[config.mk]
export PLATFORM = sky130hd
export DESIGN_NAME = cset_ctrl
export DESIGN_NICKNAME = d
export VERILOG_FILES = /design/src/rtl/cset_pkg.sv /design/src/rtl/cset_lru.sv /design/src/rtl/cset_layout.sv /design/src/rtl/cset_ctrl.sv
export SDC_FILE = /design/constraint.sdc
export NUM_CORES = 1
export LEC_CHECK = 0
export ABC_CLOCK_PERIOD_IN_PS = 12000
export CAP_MARGIN = 20
export CORE_MARGIN = 3
export CORE_UTILIZATION = 40
export DETAILED_ROUTE_END_ITERATION = 7
export SLEW_MARGIN = 30
export SYNTH_ARGS = -nofsm -noshare
export SYNTH_HDL_FRONTEND = slang
export SYNTH_SLANG_ARGS = --single-unit
[constraint.sdc]
create_clock -name clk -period 12 [get_ports clk]
set_clock_uncertainty 0.15 [all_clocks]
set_input_delay 2.4 -clock clk [delete_from_list [all_inputs] [get_ports clk]]
set_output_delay 2.4 -clock clk [all_outputs]
set_load 0.05 [all_outputs]
[src/rtl/cset_pkg.sv]
package cset_pkg;
    typedef enum logic [1:0] {
        ST_IDLE  = 2'd0,
        ST_EVICT = 2'd1,
        ST_PLACE = 2'd2
    } cset_state_e;
endpackage

[src/rtl/cset_lru.sv]
module cset_lru #(
    parameter int N  = 4,
    parameter int IW = 2
) (
    input  logic                  clk,
    input  logic                  rst_n,
    input  logic                  touch_en,
    input  logic [IW-1:0]         touch_idx,
    output logic [N-1:0][IW-1:0]  order
);
    logic [N-1:0][IW-1:0] order_nxt;
    logic [IW-1:0]        hit_pos;
    logic [N-1:0]         seen;

    always_comb begin
        hit_pos = IW'(N - 1);
        for (int p = 0; p < N; p++)
            if (order[p] == touch_idx) hit_pos = IW'(p);
        order_nxt    = order;
        order_nxt[0] = touch_idx;
        for (int p = 1; p < N; p++)
            if (p <= int'(hit_pos)) order_nxt[p] = order[p-1];
    end

    always_ff @(posedge clk) begin
        if (!rst_n) begin
            for (int p = 0; p < N; p++) order[p] <= IW'(p);
        end else if (touch_en) begin
            order <= order_nxt;
        end
    end

    always_comb begin
        seen = '0;
        for (int p = 0; p < N; p++) seen[order[p]] = 1'b1;
    end


    lru_perm_chk: assert property (@(posedge clk) disable iff (!rst_n) &seen);

    mru_touch_chk: assert property (@(posedge clk) disable iff (!rst_n)
        touch_en |=> order[0] == $past(touch_idx));
endmodule

[src/rtl/cset_layout.sv]
module cset_layout #(
    parameter int N  = 4,
    parameter int IW = 2,
    parameter int SW = 4,
    parameter int PW = 5
) (
    input  logic [N-1:0][IW-1:0] order,
    input  logic [N-1:0]         present,
    input  logic [N-1:0][SW-1:0] size,
    input  logic [IW-1:0]        target,
    output logic [N-1:0][PW-1:0] start,
    output logic [N-1:0][IW-1:0] pos,
    output logic [PW:0]          used,
    output logic [IW-1:0]        victim,
    output logic                 victim_ok
);
    logic [PW:0] run;

    always_comb begin
        run       = '0;
        start     = '0;
        pos       = '0;
        victim    = '0;
        victim_ok = 1'b0;
        for (int p = 0; p < N; p++) begin
            pos[order[p]]   = IW'(p);
            start[order[p]] = run[PW-1:0];
            if (present[order[p]]) begin
                run = run + (PW+1)'(size[order[p]]);
                if (order[p] != target) begin
                    victim    = order[p];
                    victim_ok = 1'b1;
                end
            end
        end
        used = run;
    end
endmodule

[src/rtl/cset_ctrl.sv]
module cset_ctrl
    import cset_pkg::*;
#(
    parameter int NUM_TAGS  = 4,
    parameter int NUM_SEGS  = 16,
    parameter int LINE_SEGS = 8,
    parameter int TAG_W     = 12,
    parameter int PERM_W    = 2,
    parameter int IDX_W     = $clog2(NUM_TAGS),
    parameter int SIZE_W    = $clog2(LINE_SEGS + 1),
    parameter int POS_W     = $clog2(NUM_SEGS + 1)
) (
    input  logic              clk,
    input  logic              rst_n,
    input  logic              req_valid,
    output logic              req_ready,
    input  logic              req_fill,
    input  logic [TAG_W-1:0]  req_tag,
    input  logic [PERM_W-1:0] req_perm,
    input  logic              req_comp,
    input  logic [SIZE_W-1:0] req_size,
    output logic              rsp_valid,
    output logic              rsp_hit,
    output logic              rsp_tag_found,
    output logic [IDX_W-1:0]  rsp_lru_pos,
    output logic              rsp_comp,
    output logic [PERM_W-1:0] rsp_perm,
    output logic [SIZE_W-1:0] rsp_size,
    output logic [POS_W-1:0]  rsp_start
);
    localparam logic [SIZE_W-1:0] FULL = SIZE_W'(LINE_SEGS);

    cset_state_e st, st_nxt;

    logic [NUM_TAGS-1:0]              ent_valid, ent_present, ent_comp;
    logic [NUM_TAGS-1:0][TAG_W-1:0]   ent_tag;
    logic [NUM_TAGS-1:0][PERM_W-1:0]  ent_perm;
    logic [NUM_TAGS-1:0][SIZE_W-1:0]  ent_size;

    logic [IDX_W-1:0]  f_idx;
    logic [SIZE_W-1:0] f_size;
    logic [TAG_W-1:0]  f_tag;
    logic [PERM_W-1:0] f_perm;
    logic              f_comp, f_found;

    logic [NUM_TAGS-1:0][IDX_W-1:0] order;
    logic [NUM_TAGS-1:0][POS_W-1:0] lay_start;
    logic [NUM_TAGS-1:0][IDX_W-1:0] lay_pos;
    logic [POS_W:0]                 used;
    logic [IDX_W-1:0]               victim, touch_idx, match_idx, free_idx, claim_idx;
    logic                           victim_ok, touch_en, match_ok, free_ok;
    logic                           take_look, take_fill, room_ok;
    logic [SIZE_W-1:0]              eff_size;

    cset_lru #(.N(NUM_TAGS), .IW(IDX_W)) u_lru (
        .clk(clk), .rst_n(rst_n), .touch_en(touch_en),
        .touch_idx(touch_idx), .order(order)
    );

    cset_layout #(.N(NUM_TAGS), .IW(IDX_W), .SW(SIZE_W), .PW(POS_W)) u_lay (
        .order(order), .present(ent_present), .size(ent_size), .target(f_idx),
        .start(lay_start), .pos(lay_pos), .used(used),
        .victim(victim), .victim_ok(victim_ok)
    );

    assign req_ready = (st == ST_IDLE);
    assign take_look = req_ready && req_valid && !req_fill;
    assign take_fill = req_ready && req_valid && req_fill;
    assign room_ok   = (NUM_SEGS - int'(used)) >= int'(f_size);
    assign eff_size  = (!req_comp || req_size == '0 || req_size > FULL) ? FULL : req_size;
    assign touch_en  = (take_look && match_ok) || (st == ST_PLACE);
    assign touch_idx = (st == ST_PLACE) ? f_idx : match_idx;
    assign claim_idx = match_ok ? match_idx : (free_ok ? free_idx : order[NUM_TAGS-1]);

    always_comb begin
        match_ok  = 1'b0;
        match_idx = '0;
        free_ok   = 1'b0;
        free_idx  = '0;
        for (int i = 0; i < NUM_TAGS; i++)
            if (ent_valid[i] && ent_tag[i] == req_tag) begin
                match_ok  = 1'b1;
                match_idx = IDX_W'(i);
            end
        for (int i = NUM_TAGS - 1; i >= 0; i--)
            if (!ent_valid[i]) begin
                free_ok  = 1'b1;
                free_idx = IDX_W'(i);
            end
    end

    always_comb begin
        st_nxt = st;
        unique case (st)
            ST_IDLE:  if (take_fill) st_nxt = ST_EVICT;
            ST_EVICT: if (room_ok)   st_nxt = ST_PLACE;
            ST_PLACE: st_nxt = ST_IDLE;
            default:  st_nxt = ST_IDLE;
        endcase
    end

    always_ff @(posedge clk) begin
        if (!rst_n) st <= ST_IDLE;
        else        st <= st_nxt;
    end

    always_ff @(posedge clk) begin
        if (!rst_n) begin
            ent_valid <= '0; ent_present <= '0; ent_comp <= '0;
            ent_tag <= '0; ent_perm <= '0; ent_size <= '0;
            f_idx <= '0; f_size <= '0; f_tag <= '0; f_perm <= '0;
            f_comp <= 1'b0; f_found <= 1'b0;
            rsp_valid <= 1'b0; rsp_hit <= 1'b0; rsp_tag_found <= 1'b0;
            rsp_lru_pos <= '0; rsp_comp <= 1'b0; rsp_perm <= '0;
            rsp_size <= '0; rsp_start <= '0;
        end else begin
            rsp_valid <= 1'b0;
            unique case (st)
                ST_IDLE: begin
                    if (take_look) begin
                        rsp_valid     <= 1'b1;
                        rsp_tag_found <= match_ok;
                        rsp_hit       <= match_ok && ent_present[match_idx];
                        rsp_lru_pos   <= match_ok ? lay_pos[match_idx] : '0;
                        rsp_comp      <= match_ok && ent_comp[match_idx];
                        rsp_perm      <= match_ok ? ent_perm[match_idx] : '0;
                        rsp_size      <= match_ok ? ent_size[match_idx] : '0;
                        rsp_start     <= (match_ok && ent_present[match_idx]) ?
                                         lay_start[match_idx] : '0;
                    end else if (take_fill) begin
                        f_idx    <= claim_idx;
                        f_size   <= eff_size;
                        f_tag    <= req_tag;
                        f_perm   <= req_perm;
                        f_comp   <= req_comp;
                        f_found  <= match_ok;
                        ent_valid[claim_idx]   <= 1'b0;
                        ent_present[claim_idx] <= 1'b0;
                    end
                end
                ST_EVICT: begin
                    if (!room_ok && victim_ok) ent_present[victim] <= 1'b0;
                end
                ST_PLACE: begin
                    ent_valid[f_idx]   <= 1'b1;
                    ent_present[f_idx] <= 1'b1;
                    ent_tag[f_idx]     <= f_tag;
                    ent_perm[f_idx]    <= f_perm;
                    ent_comp[f_idx]    <= f_comp;
                    ent_size[f_idx]    <= f_size;
                    rsp_valid     <= 1'b1;
                    rsp_hit       <= 1'b0;
                    rsp_tag_found <= f_found;
                    rsp_lru_pos   <= '0;
                    rsp_comp      <= f_comp;
                    rsp_perm      <= f_perm;
                    rsp_size      <= f_size;
                    rsp_start     <= '0;
                end
                default: ;
            endcase
        end
    end


    segs_fit_chk: assert property (@(posedge clk) disable iff (!rst_n)
        int'(used) <= NUM_SEGS);

    hit_found_chk: assert property (@(posedge clk) disable iff (!rst_n)
        (rsp_valid && rsp_hit) |-> rsp_tag_found);

    uncomp_size_chk: assert property (@(posedge clk) disable iff (!rst_n)
        (rsp_valid && rsp_hit && !rsp_comp) |-> rsp_size == FULL);

    start_fit_chk: assert property (@(posedge clk) disable iff (!rst_n)
        (rsp_valid && rsp_hit) |-> (int'(rsp_start) + int'(rsp_size)) <= NUM_SEGS);

    fill_busy_chk: assert property (@(posedge clk) disable iff (!rst_n)
        take_fill |=> (!req_ready && !rsp_valid));
endmodule

==> results.txt, run 1 <==
----------------------------------------------------
[Global route]
  Total routing resource utilization after global routing ... 22.95%
  Via count of the first global-routing pass ... slightly below 7000
  Pin count of the biggest net entering global routing ... 96
  Final global-route overflow total ... 0
  Global-route wire length before repair ... 39.79 mm
  Antenna violations before repair ... 0

[Finish]
  Area occupied by multi-input gates ... 0.005031 mm2
  Layout cells sized above 1 ... 8.286%
  Final core utilization ... 46.98%
  ANT cells ... 0
  Post-route standard cell area excluding fillers ... 0.009233 mm2
  Layout Nets ... 1079
  Reg area ... 0.002663 mm2
  Synth-to-layout area growth ... 14.17%
  Fill cell count ... 1998

[Floorplan]
  Die span in y ... 148.2 um
  Number of core rows ... 51
  Overall die width ... 148.2 um
  Core region area ... roughly 0.020 mm2
  Floorplan die area ... 0.02196 mm2
  Number of top-level design ports ... between 40 and 50
  Initial core utilization ... approximately 41%

[Logic synthesis]
  Proportion of synthesized chip area in sequential cells ... about a third
  Xor and xnor fraction of the mapped netlist area ... under 10%
  Combinational family with the most area after synthesis ... simple AND/OR/NAND/NOR gates
  Warnings from Yosys ... 0
  Area fraction in and, or, nand and nor cells after synthesis ... 22.85%
  Cell taking the most area after synthesis ... sky130_fd_sc_hd__dfxtp_1
  Most used DFF post-synth ... sky130_fd_sc_hd__dfxtp_1
  Ys async rst share ... 0%
  Synth Area in Adders ... 3.218%
  Mux contribution to synthesized area ... 7.674%
  Number of distinct library cell variants in the gate-level netlist after synthesis ... 70
  Complex-gate fraction of the synthesized area ... 20.56%
  Number of synthesized register bits ... ~130
  Post-Syn Area ... 0.008087 mm2
  Leading cell types by count after synthesis ... 250 x sky130_fd_sc_hd__nand2_1, 133 x sky130_fd_sc_hd__dfxtp_1, 122 x sky130_fd_sc_hd__a21oi_1
  Synthesized instance count ... roughly 1000
  Average cell area after synthesis ... 7.753 um2
  Cell with the most instances after synthesis ... sky130_fd_sc_hd__nand2_1
  Area share of the largest cell type after synthesis ... 32.93%
  Post-Syn Nets ... 1085
  Top cells by area in the synthesized netlist ... sky130_fd_sc_hd__dfxtp_1 33%, sky130_fd_sc_hd__nand2_1 12%, sky130_fd_sc_hd__a21oi_1 7.6%
  Number of enable flip-flop cells after synthesis ... 0

[Worst setup path]
  Worst Reg2Reg Path Length in Cells ... 25
  RR Startpoint ... u_lru.order[0]
  Kind of end point of the critical path ... register
  Crit Path Class ... reg -> reg
  Required time of the critical path ... between 10 and 15 ns
  Worst r2r dst ... ent_present[1]
  Crit path DAT ... 6.90 ns
  Launching instance or port of the critical path ... u_lru.order[0]
  Worst Setup EP ... ent_present[1]
  Kind of start point of the critical path ... register
  Slack of the worst reg-to-reg path ... ~5.2 ns
  Crit-path max FO ... 12

[STA]
  Period utilization ... 56.36%
  Total of endpoints with negative setup slack in the final report ... 0
  Highest Clock Rate ... 147.9 MHz
  Worst slew pin tran ... 0.9333 ns
  Clock period minus final worst setup slack ... around 6.8 ns
  Setup repair after global routing missed its margin ... false
  Number of hold violations in the final report ... 0
  Relative max-transition margin ... 37.59%
  Final Hold Slack ... 0.3001 ns
  Max Slew Vio Count ... 0
  Summed negative setup slack over all endpoints ... 0 ns

[Drt]
  Routed via count divided by cell count ... 5.701
  Routed via count ... 7497
  WL/cell ... 19.13 um
  Wire length after detailed routing ... 25.16 mm
  First-pass DRT Iterations ... 5
  Post-detailed-route count of antenna-violating nets ... 0
  Post-route DRC violation count ... 0
  DRC marker count from the first detailed-route iteration ... 586

[Clock network]
  CTS max path bufs ... 2
  Sink count of the clock tree ... 133
  TritonCTS clock tree ... built
  Total number of H-tree levels ... 4
  CTS buffer count ... 17
  Clock root cell ... sky130_fd_sc_hd__clkbuf_16
  PostCTS Resize Cnt ... 0
  Number of buffers inserted by post-CTS setup repair ... 0
  Post-CTS Hold Fix Bufs ... 0
  Clock-pin slew on the worst setup and hold paths ... 0.07 ns
  Skew-Pair Late Insertion Delay ... 0.42 ns

[Run]
  Max-Cap Viols ... 0

[Power and ir drop]
  Clock group share of total power ... between 50% and 60%
  Tot Pwr ... 0.001061 W
  VDD IR max ... approximately 0.11 mV
  Gate power share ... under 10%
  Switch Pwr ... between 0.0002 and 0.0003 W
  Sequential group share of total power ... 42.8%
  Power Internal ... 0.0008073 W
  Static Leakage ... 3.079 nW
  P per Cell Area ... approximately 110 mW/mm2
  Switching fraction of total power ... 23.88%

[Placed design]
  Number of buffers inserted by port buffering ... 40
  Final estimated routing congestion in global placement ... 0.9280
  Placed instance area ... 0.008633 mm2
  Dpl hpwl ... 16.78 mm

[Min path]
  Hold WC Path Type ... reg -> reg

[Run status]
  Outcome ... finished clean

----------------------------------------------------
[how the worst min path moves through the flow]
stage / startpoint / end / depth (start not counted)
floorplan: ent_comp[1] / ent_comp[1] / 2
global placement: ent_perm[3] / ent_perm[3] / 2
detailed placement: ent_comp[1] / ent_comp[1] / 2
CTS: ent_comp[1] / ent_comp[1] / 2
global route: ent_perm[2] / ent_perm[2] / 2
finish: ent_comp[1] / ent_comp[1] / 2
[cell families after synthesis]
kind of cell	Yosys count
and+or+nand+nor	416
DFF	133
buffers and inverters	105
xor gates and xnor gates	71
muxes	37
AOI/OAI and AO/OA	262
adders and majority gates	19
[per-stage QoR]
step	setup slack (ns)	std cells
global placement	5.479	1283
detailed placement	5.279	1283
floorplan	5.940	1043
CTS	5.284	1315
finish	5.237	1315
global route	4.682	1315
[placed cells by master, fill, tap and decap left out, types with 4 or more instances in the layout]
cell / Yosys / routed
sky130_fd_sc_hd__clkdlybuf4s50_1: 0 / 40
sky130_fd_sc_hd__o2111ai_1: 4 / 4
sky130_fd_sc_hd__nor2b_1: 13 / 13
sky130_fd_sc_hd__nor3b_1: 4 / 4
sky130_fd_sc_hd__nor3_1: 8 / 7
sky130_fd_sc_hd__o22ai_1: 6 / 6
sky130_fd_sc_hd__mux4_2: 19 / 19
sky130_fd_sc_hd__nor2_1: 47 / 47
sky130_fd_sc_hd__nand2b_1: 13 / 13
sky130_fd_sc_hd__o221ai_1: 7 / 7
sky130_fd_sc_hd__a22oi_1: 9 / 9
sky130_fd_sc_hd__o21ai_0: 43 / 43
sky130_fd_sc_hd__clkbuf_16: 0 / 17
sky130_fd_sc_hd__xor2_1: 7 / 7
sky130_fd_sc_hd__a31oi_1: 6 / 6
sky130_fd_sc_hd__nand2_1: 250 / 250
sky130_fd_sc_hd__nand3_1: 32 / 31
sky130_fd_sc_hd__a311oi_1: 5 / 5
sky130_fd_sc_hd__buf_4: 0 / 14
sky130_fd_sc_hd__dfxtp_1: 133 / 133
sky130_fd_sc_hd__nor4_1: 6 / 5
sky130_fd_sc_hd__mux2i_1: 14 / 14
sky130_fd_sc_hd__and3_1: 8 / 7
sky130_fd_sc_hd__a21o_1: 7 / 7
sky130_fd_sc_hd__or3_1: 7 / 7
sky130_fd_sc_hd__ha_1: 16 / 16
sky130_fd_sc_hd__o211ai_1: 9 / 9
sky130_fd_sc_hd__nand4_1: 9 / 9
sky130_fd_sc_hd__clkbuf_1: 67 / 5
sky130_fd_sc_hd__inv_1: 24 / 24
sky130_fd_sc_hd__and2_1: 6 / 6
sky130_fd_sc_hd__xnor2_1: 64 / 64
sky130_fd_sc_hd__o311ai_0: 5 / 5
sky130_fd_sc_hd__a21oi_1: 122 / 122
[routing by layer]
| layer | vias to the layer above | wire length, um | global-route usage (%) |
|---|---|---|---|
| met5 | - | 0 | 0 |
| met4 | 0 | 434 | 6.005 |
| met3 | 31 | 1365 | 3.291 |
| met2 | 256 | 11810 | 36.61 |
| met1 | 3562 | 11560 | 32.77 |
| li1 | 3648 | - | - |
[registers in the layout, summed over array words and instances (netlist names)]
signal / cells
rsp_start: 5
f_perm: 2
rsp_perm: 2
f_tag: 12
rsp_tag_found: 1
ent_perm: 8
rsp_lru_pos: 2
ent_comp: 4
rsp_hit: 1
ent_present: 4
ent_size: 16
rsp_valid: 1
rsp_comp: 1
f_found: 1
ent_tag: 48
f_idx: 2
rsp_size: 4
ent_valid: 4
f_comp: 1
u_lru.order: 8
f_size: 4
st: 2
[worst max-delay path, stage by stage, from the launching register on]
cell                        delay (ns)
sky130_fd_sc_hd__dfxtp_1          0.69
sky130_fd_sc_hd__mux4_2           0.66
sky130_fd_sc_hd__nand2_1          0.18
sky130_fd_sc_hd__inv_1            0.06
sky130_fd_sc_hd__ha_1             0.19
sky130_fd_sc_hd__inv_1            0.07
sky130_fd_sc_hd__fa_1             0.43
sky130_fd_sc_hd__mux2_4           0.31
sky130_fd_sc_hd__fa_1             0.41
sky130_fd_sc_hd__nor2b_1          0.15
sky130_fd_sc_hd__o21ai_0          0.14
sky130_fd_sc_hd__o31ai_2          0.14
sky130_fd_sc_hd__inv_1            0.13
sky130_fd_sc_hd__ha_1             0.36
sky130_fd_sc_hd__a21oi_1          0.26
sky130_fd_sc_hd__xnor2_1          0.23
sky130_fd_sc_hd__nor3b_1          0.23
sky130_fd_sc_hd__nor2_1           0.06
sky130_fd_sc_hd__o22ai_1          0.17
sky130_fd_sc_hd__xnor2_1          0.15
sky130_fd_sc_hd__ha_1             0.25
sky130_fd_sc_hd__a21oi_1          0.26
sky130_fd_sc_hd__nor3b_1          0.37
sky130_fd_sc_hd__a2111oi_4        0.18
sky130_fd_sc_hd__nor4b_1          0.35
sky130_fd_sc_hd__a211oi_2         0.05
[power groups by stage]
stage	Combinational, W	Clock (W)	Sequential [W]
finish	0.0000614	0.000545	0.000454
global route	0.0000665	0.000572	0.000455
CTS	0.0000611	0.000553	0.000454
detailed placement	0.0000611	0	0.000464
global placement	0.0000608	0	0.000464
floorplan	0.0000407	0	0.000461
[layout make-up]
type,instances,area share (%)
Clock buffer,24,5.109
Clock inverter,8,1.342
Inverter,25,1.030
Multi-Input combinational cell,805,54.49
Sequential cell,133,28.84
Tap cell,265,3.591
Timing Repair Buffer,55,5.597
(Power assumes the default switching activity.)
==> run 2: changes to the inputs <==
ABC_CLOCK_PERIOD_IN_PS = 6860   (was 12000)
clock period = 6.86 ns   (was 12 ns; I/O delays follow)
==> run 2 against run 1 <==
  * Design area grew 0.96%
  * Wire length up 0.54%
  * Hold slack improved by 0.0018 ns
  * Flip-flop and latch count did not move
  * Non-clock buffer count rose by 8
  * Worst setup slack got worse by 4.7 ns
  * Utilization grew 0.45 points
  * Clock power up 76%
  * Maximum frequency increased by 7.1%
  * Combinational power increased by 78%
  * Highest routed layer unchanged
==> results.txt, run 2 (synthesized netlist as in run 1, its figures left out) <==
----------------------------------------------------
[Drt]
  Wire length after detailed routing ... 25.30 mm (+0.54%)
  DRC marker count from the first detailed-route iteration ... 698 (+19%)
  Routed via count ... 7498 (+0.013%)
  WL/cell ... 19.12 um (about the same)
  Post-detailed-route count of antenna-violating nets ... 0 (unchanged)
  First-pass DRT Iterations ... 5 (unchanged)
  Post-route DRC violation count ... 0 (unchanged)
  Routed via count divided by cell count ... 5.667 (-0.59%)

[Floorplan]
  Die span in y ... 148.2 um (unchanged)
  Initial core utilization ... 41.14% (unchanged)
  Core region area ... 0.01965 mm2 (unchanged)
  Number of core rows ... 51 (unchanged)
  Overall die width ... 148.2 um (unchanged)
  Floorplan die area ... 0.02196 mm2 (unchanged)
  Number of top-level design ports ... 41 (unchanged)

[Clock network]
  CTS max path bufs ... 2 (unchanged)
  Clock-pin slew on the worst setup and hold paths ... 0.07 ns (about the same)
  TritonCTS clock tree ... built
  CTS buffer count ... 17 (unchanged)
  Number of buffers inserted by post-CTS setup repair ... 0 (unchanged)
  Sink count of the clock tree ... 133 (unchanged)
  Skew-Pair Late Insertion Delay ... 0.42 ns (about the same)
  Clock root cell ... sky130_fd_sc_hd__clkbuf_16
  Total number of H-tree levels ... 4 (unchanged)

[Global route]
  Antenna violations before repair ... 0 (unchanged)
  Pin count of the biggest net entering global routing ... 64 (-33%)
  Via count of the first global-routing pass ... 7113 (+2.5%)
  Global-route wire length before repair ... 40.25 mm (+1.2%)
  Total routing resource utilization after global routing ... 23.23% (+0.28 points)
  Final global-route overflow total ... 0 (unchanged)

[Power and ir drop]
  VDD IR max ... 0.1774 mV (+56%)
  Static Leakage ... 3.129 nW (+1.6%)
  P per Cell Area ... 200.0 mW/mm2 (+74%)

[Run]
  Max-Cap Viols ... 0 (unchanged)

[Min path]
  HP Start ... rsp_lru_pos[1]
  Hold WC Path Type ... reg -> reg

[STA]
  Clock period minus final worst setup slack ... 6.317 ns (-0.4466 ns)
  Relative max-transition margin ... 36.45% (-1.1 points)
  Period utilization ... 92.08% (+36 points)
  Highest Clock Rate ... 158.3 MHz (+7.1%)
  Final setup margin ... 0.5432 ns (-4.693 ns)
  Worst slew pin tran ... 0.9502 ns (+0.01698 ns)
  Max Slew Vio Count ... 0 (unchanged)
  Final Hold Slack ... 0.3019 ns (+0.001818 ns)
  Total of endpoints with negative setup slack in the final report ... 0 (unchanged)
  Setup repair after global routing missed its margin ... false
  Number of hold violations in the final report ... 0 (unchanged)
  Summed negative setup slack over all endpoints ... 0 ns (unchanged)

[Worst setup path]
  Slowest cell on the critical path ... sky130_fd_sc_hd__mux4_2
  Launching instance or port of the critical path ... u_lru.order[0]
  Crit-path max FO ... 7 (-5)
  Kind of end point of the critical path ... register
  Crit Path Class ... reg -> reg
  Crit path DAT ... 6.46 ns (-0.44 ns)
  Biggest cell delay along the critical path ... 0.60 ns (-0.09 ns)
  Required time of the critical path ... 7.00 ns (-5.13 ns)
  Kind of start point of the critical path ... register
  RR Startpoint ... u_lru.order[0]

[Finish]
  Number of flip-flops in the largest register ... 48 (unchanged)
  Synth-to-layout area growth ... 15.27%
  Top library cells by usage in the layout, fill and taps aside ... 250 x sky130_fd_sc_hd__nand2_1, 131 x sky130_fd_sc_hd__dfxtp_1, 120 x sky130_fd_sc_hd__a21oi_1, 64 x sky130_fd_sc_hd__xnor2_1, 46 x sky130_fd_sc_hd__nor2_1
  Leading cell type in the layout, fill and taps excluded ... sky130_fd_sc_hd__nand2_1
  Layout Nets ... 1087 (+0.74%)
  Post-route standard cell area excluding fillers ... 0.009321 mm2 (+0.96%)
  ANT cells ... 0 (unchanged)
  Layout cells sized above 1 ... 10.02% (+1.7 points)
  Reg with most FFs ... ent_tag
  Top flop regs ... ent_tag (48), ent_size (16), f_tag (12)
  Fill cell count ... 1976 (-1.1%)

[Placed design]
  Placed instance area ... 0.008696 mm2 (+0.72%)
  Dpl hpwl ... 17.40 mm (+3.7%)
  DP Worst Slack ... 0.3886 ns (-4.890 ns)
  Final estimated routing congestion in global placement ... 0.9604 (+3.5%)
  Number of buffers inserted by port buffering ... 40 (unchanged)

[Run status]
  Outcome ... finished clean

----------------------------------------------------
## run 2: what timing repair did
item                       CTS  global route
gates resized for setup      0             5
setup endpoints to repair    0             6
hold buffers                 0             0
## run 2: power breakdown
| group | internal [W] | switching (W) | total [W] | leakage (nW) |
|---|---|---|---|---|
| Sequential | 0.000780 | 0.0000140 | 0.000794 | 1.07 |
| Combinational | 0.0000408 | 0.0000682 | 0.000109 | 1.76 |
| Clock | 0.000554 | 0.000407 | 0.000961 | 0.295 |
| Total | 0.00137 | 0.000490 | 0.00186 | 3.13 |
## run 2: worst paths after layout
path,slack (ns),cells past startpoint,to
max,0.54,25,ent_present[0]
min,0.30,2,rsp_lru_pos[1]
max reg2reg,0.54,25,ent_present[0]
min reg2reg,0.30,2,rsp_lru_pos[1]
## run 2: per-layer routing
layer / up-vias / routed length [um] / global-route usage, %
li1: 3659 / - / -
met1: 3574 / 11690 / 32.37
met2: 226 / 11870 / 37.73
met3: 39 / 1251 / 3.108
met4: 0 / 480 / 7.021
met5: - / 0 / 0
## run 2: per-stage QoR
stage	cells	utilization, %	power [W]
global route	1323	47.43	0.001925
global placement	1291	44.20	0.0009197
detailed placement	1291	44.25	0.0009194
CTS	1323	47.35	0.001880
floorplan	1043	-	0.0008775
finish	1323	47.43	0.001864
## run 2: cell type report
class	instances	area [um2]	area share, %
inverter	25	95.09	1.020
clock buffer	17	425.4	4.564
clock inverter	15	183.9	1.973
multi-input combinational	805	5047	54.15
sequential	133	2665	28.59
tap	265	331.6	3.557
timing repair buffer	63	573.1	6.148
## run 2: worst max-delay path: cells and delay by family (launching register included)
family | cells | cell delay, ns
adders and majority gates | 5 | 1.65
AOI/OAI and AO/OA | 8 | 1.42
and+or+nand+nor | 5 | 0.99
muxes | 2 | 0.91
DFF | 1 | 0.44
xor gates and xnor gates | 2 | 0.38
buffers and inverters | 3 | 0.23
==> run 3: changes to the inputs <==
DONT_BUFFER_PORTS = 1   (was default)
HOLD_SLACK_MARGIN = 0.03   (was default)
==> run 3 against run 2 <==
  * Flip-flop and latch count unchanged
  * Worst setup slack worse by 0.15 ns
  * Utilization down 2.3 points
  * Sequential power is essentially flat
  * Cell count down 3.0%
  * Hold slack about the same
  * Highest routed layer unchanged
==> results.txt, run 3 (synthesized netlist as in run 1, its figures left out) <==
----------------------------------------------------
[Worst setup path]
  Slowest cell on the critical path ... sky130_fd_sc_hd__mux4_2
  Crit Path Class ... reg -> reg
  Worst Reg2Reg Path Length in Cells ... 27 (+8.0%)
  Biggest cell delay along the critical path ... 0.61 ns (about the same)
  Worst Setup EP ... ent_present[0]
  Buffers and inverters on the worst path ... 4 (+1)
  Required time of the critical path ... 7.01 ns (about the same)
  Crit-path max FO ... 7 (unchanged)
  Kind of start point of the critical path ... register
  Number of cells on the critical path ... 27 (+8.0%)
  Worst r2r dst ... ent_present[0]
  Launching instance or port of the critical path ... u_lru.order[0]
  RR Startpoint ... u_lru.order[0]
  Slack of the worst reg-to-reg path ... 0.40 ns (-0.15 ns)
  Kind of end point of the critical path ... register
  Cell family contributing the most delay on the critical path ... compound AO/OA/AOI/OAI gates
  Crit path DAT ... 6.61 ns (+0.15 ns)

[Floorplan]
  Initial core utilization ... 41.14% (unchanged)
  Floorplan die area ... 0.02196 mm2 (unchanged)
  Die span in y ... 148.2 um (unchanged)
  Number of core rows ... 51 (unchanged)
  Number of top-level design ports ... 41 (unchanged)
  Overall die width ... 148.2 um (unchanged)
  Core region area ... 0.01965 mm2 (unchanged)

[Global route]
  Total routing resource utilization after global routing ... 23.04% (-0.20 points)
  Global-route wire length before repair ... 39.56 mm (-1.7%)
  Pin count of the biggest net entering global routing ... 64 (unchanged)
  Via count of the first global-routing pass ... 6918 (-2.7%)
  Antenna violations before repair ... 0 (unchanged)
  Final global-route overflow total ... 0 (unchanged)

[Clock network]
  Total number of H-tree levels ... 4 (unchanged)
  Post-CTS Hold Fix Bufs ... 0 (unchanged)
  TritonCTS clock tree ... built
  Clock-pin slew on the worst setup and hold paths ... 0.06 ns (about the same)
  Clock root cell ... sky130_fd_sc_hd__clkbuf_16
  CTS buffer count ... 17 (unchanged)
  CTS max path bufs ... 2 (unchanged)
  Skew-Pair Late Insertion Delay ... 0.43 ns (about the same)
  Sink count of the clock tree ... 133 (unchanged)

[STA]
  Worst slew pin tran ... 0.9024 ns (-0.04783 ns)
  Final setup margin ... 0.3966 ns (-0.1466 ns)
  Highest Clock Rate ... 154.7 MHz (-2.3%)
  Total of endpoints with negative setup slack in the final report ... 0 (unchanged)
  Final Hold Slack ... 0.3015 ns (-0.0003790 ns)
  Max Slew Vio Count ... 0 (unchanged)
  Period utilization ... 94.22% (+2.1 points)
  Clock period minus final worst setup slack ... 6.463 ns (+0.1466 ns)
  Relative max-transition margin ... 39.84% (+3.4 points)
  Number of hold violations in the final report ... 0 (unchanged)

[Run status]
  Outcome ... finished clean

[Placed design]
  Dpl hpwl ... 17.21 mm (-1.1%)
  Final estimated routing congestion in global placement ... 0.9262 (-3.6%)
  Number of buffers inserted by port buffering ... 0 (-100%)
  DP Worst Slack ... 0.2892 ns (-0.09945 ns)

[Drt]
  Post-route DRC violation count ... 0 (unchanged)
  First-pass DRT Iterations ... 5 (unchanged)
  DRC marker count from the first detailed-route iteration ... 558 (-20%)
  Routed via count divided by cell count ... 5.697 (+0.52%)
  Wire length after detailed routing ... 25.10 mm (-0.79%)
  WL/cell ... 19.56 um (+2.3%)
  Routed via count ... 7309 (-2.5%)
  Post-detailed-route count of antenna-violating nets ... 0 (unchanged)

[Run]
  Max-Cap Viols ... 0 (unchanged)

[Finish]
  Reg with most FFs ... ent_tag
  Number of flip-flops in the largest register ... 48 (unchanged)
  Layout cells sized above 1 ... 10.81% (+0.79 points)
  Top flop regs ... ent_tag (48), ent_size (16), f_tag (12)
  Top library cells by usage in the layout, fill and taps aside ... 249 x sky130_fd_sc_hd__nand2_1, 131 x sky130_fd_sc_hd__dfxtp_1, 120 x sky130_fd_sc_hd__a21oi_1, 64 x sky130_fd_sc_hd__xnor2_1, 45 x sky130_fd_sc_hd__nor2_1
  Layout Nets ... 1047 (-3.7%)
  Fill cell count ... 2016 (+2.0%)
  Leading cell type in the layout, fill and taps excluded ... sky130_fd_sc_hd__nand2_1
  Synth-to-layout area growth ... 9.794%
  ANT cells ... 0 (unchanged)

[Power and ir drop]
  P per Cell Area ... 194.3 mW/mm2 (-2.8%)
  Static Leakage ... 2.949 nW (-5.7%)
  VDD IR max ... 0.1478 mV (-17%)

[Min path]
  Hold WC Path Type ... reg -> reg

----------------------------------------------------
run 3: cell types whose count changed in the layout (fill, tap and decap cells not counted), sizes merged:
cell           change
bufinv             -2
clkbuf             +2
clkdlybuf4s50     -40
clkinv             +3
clkinvlp           +2
inv                -5
run 3: worst min path at each step:
stage | from | end | slack [ns] | cells past startpoint
global placement | ent_perm[4] | ent_perm[4] | 0.29 | 2
finish | ent_perm[2] | ent_perm[2] | 0.30 | 2
floorplan | ent_comp[1] | ent_comp[1] | 0.28 | 2
detailed placement | ent_perm[2] | ent_perm[2] | 0.29 | 2
global route | ent_perm[2] | ent_perm[2] | 0.32 | 2
CTS | ent_perm[2] | ent_perm[2] | 0.30 | 2
run 3: worst min-delay path: cells and delay by family (launching register included):
family,cells,cell delay (ns)
DFF,1,0.30
AOI/OAI and AO/OA,1,0.05
and+or+nand+nor,1,0.05
run 3: repair_timing:
item,in CTS,in global routing
endpoints found under the setup margin,0,6
resized for setup,0,7
setup buffers,0,1
run 3: metal layers:
| layer | part of all wire, % | global-route usage [%] | wire (um) | vias up |
|---|---|---|---|---|
| met1 | 45 | 31.30 | 11370 | 3478 |
| li1 | - | - | - | 3583 |
| met2 | 48 | 37.66 | 11940 | 216 |
| met5 | 0 | 0 | 0 | - |
| met4 | 2.1 | 6.882 | 535 | 0 |
| met3 | 5.0 | 4.083 | 1253 | 32 |
run 3: where the power goes:
| group | switching (W) | internal (W) | total (W) |
|---|---|---|---|
| clock network | 0.000372 | 0.000474 | 0.000846 |
| registers | 0.0000156 | 0.000781 | 0.000796 |
| logic | 0.0000535 | 0.0000290 | 0.0000826 |
run 3: through the flow:
stage                     util, %   power, W  cell area, um2   TNS, ns  cells
after floorplan                 -  0.0008775            8087         0   1043
after global placement      42.18  0.0008939            8290         0   1250
after detailed placement    42.23  0.0008948            8299         0   1250
after CTS                   44.98   0.001741            8840         0   1282
after global routing        45.17   0.001782            8879  -0.01139   1283
final                       45.17   0.001725            8879         0   1283
run 3: layout make-up:
| class | instances | area (um2) | share of cell area (%) |
|---|---|---|---|
| Multi-Input combinational cell | 805 | 5074 | 57.14 |
| Sequential cell | 133 | 2665 | 30.02 |
| Clock buffer | 19 | 442.9 | 4.989 |
| Tap cell | 265 | 331.6 | 3.734 |
| Timing Repair Buffer | 23 | 172.7 | 1.945 |
| Clock inverter | 13 | 97.59 | 1.099 |
| Inverter | 25 | 95.09 | 1.071 |
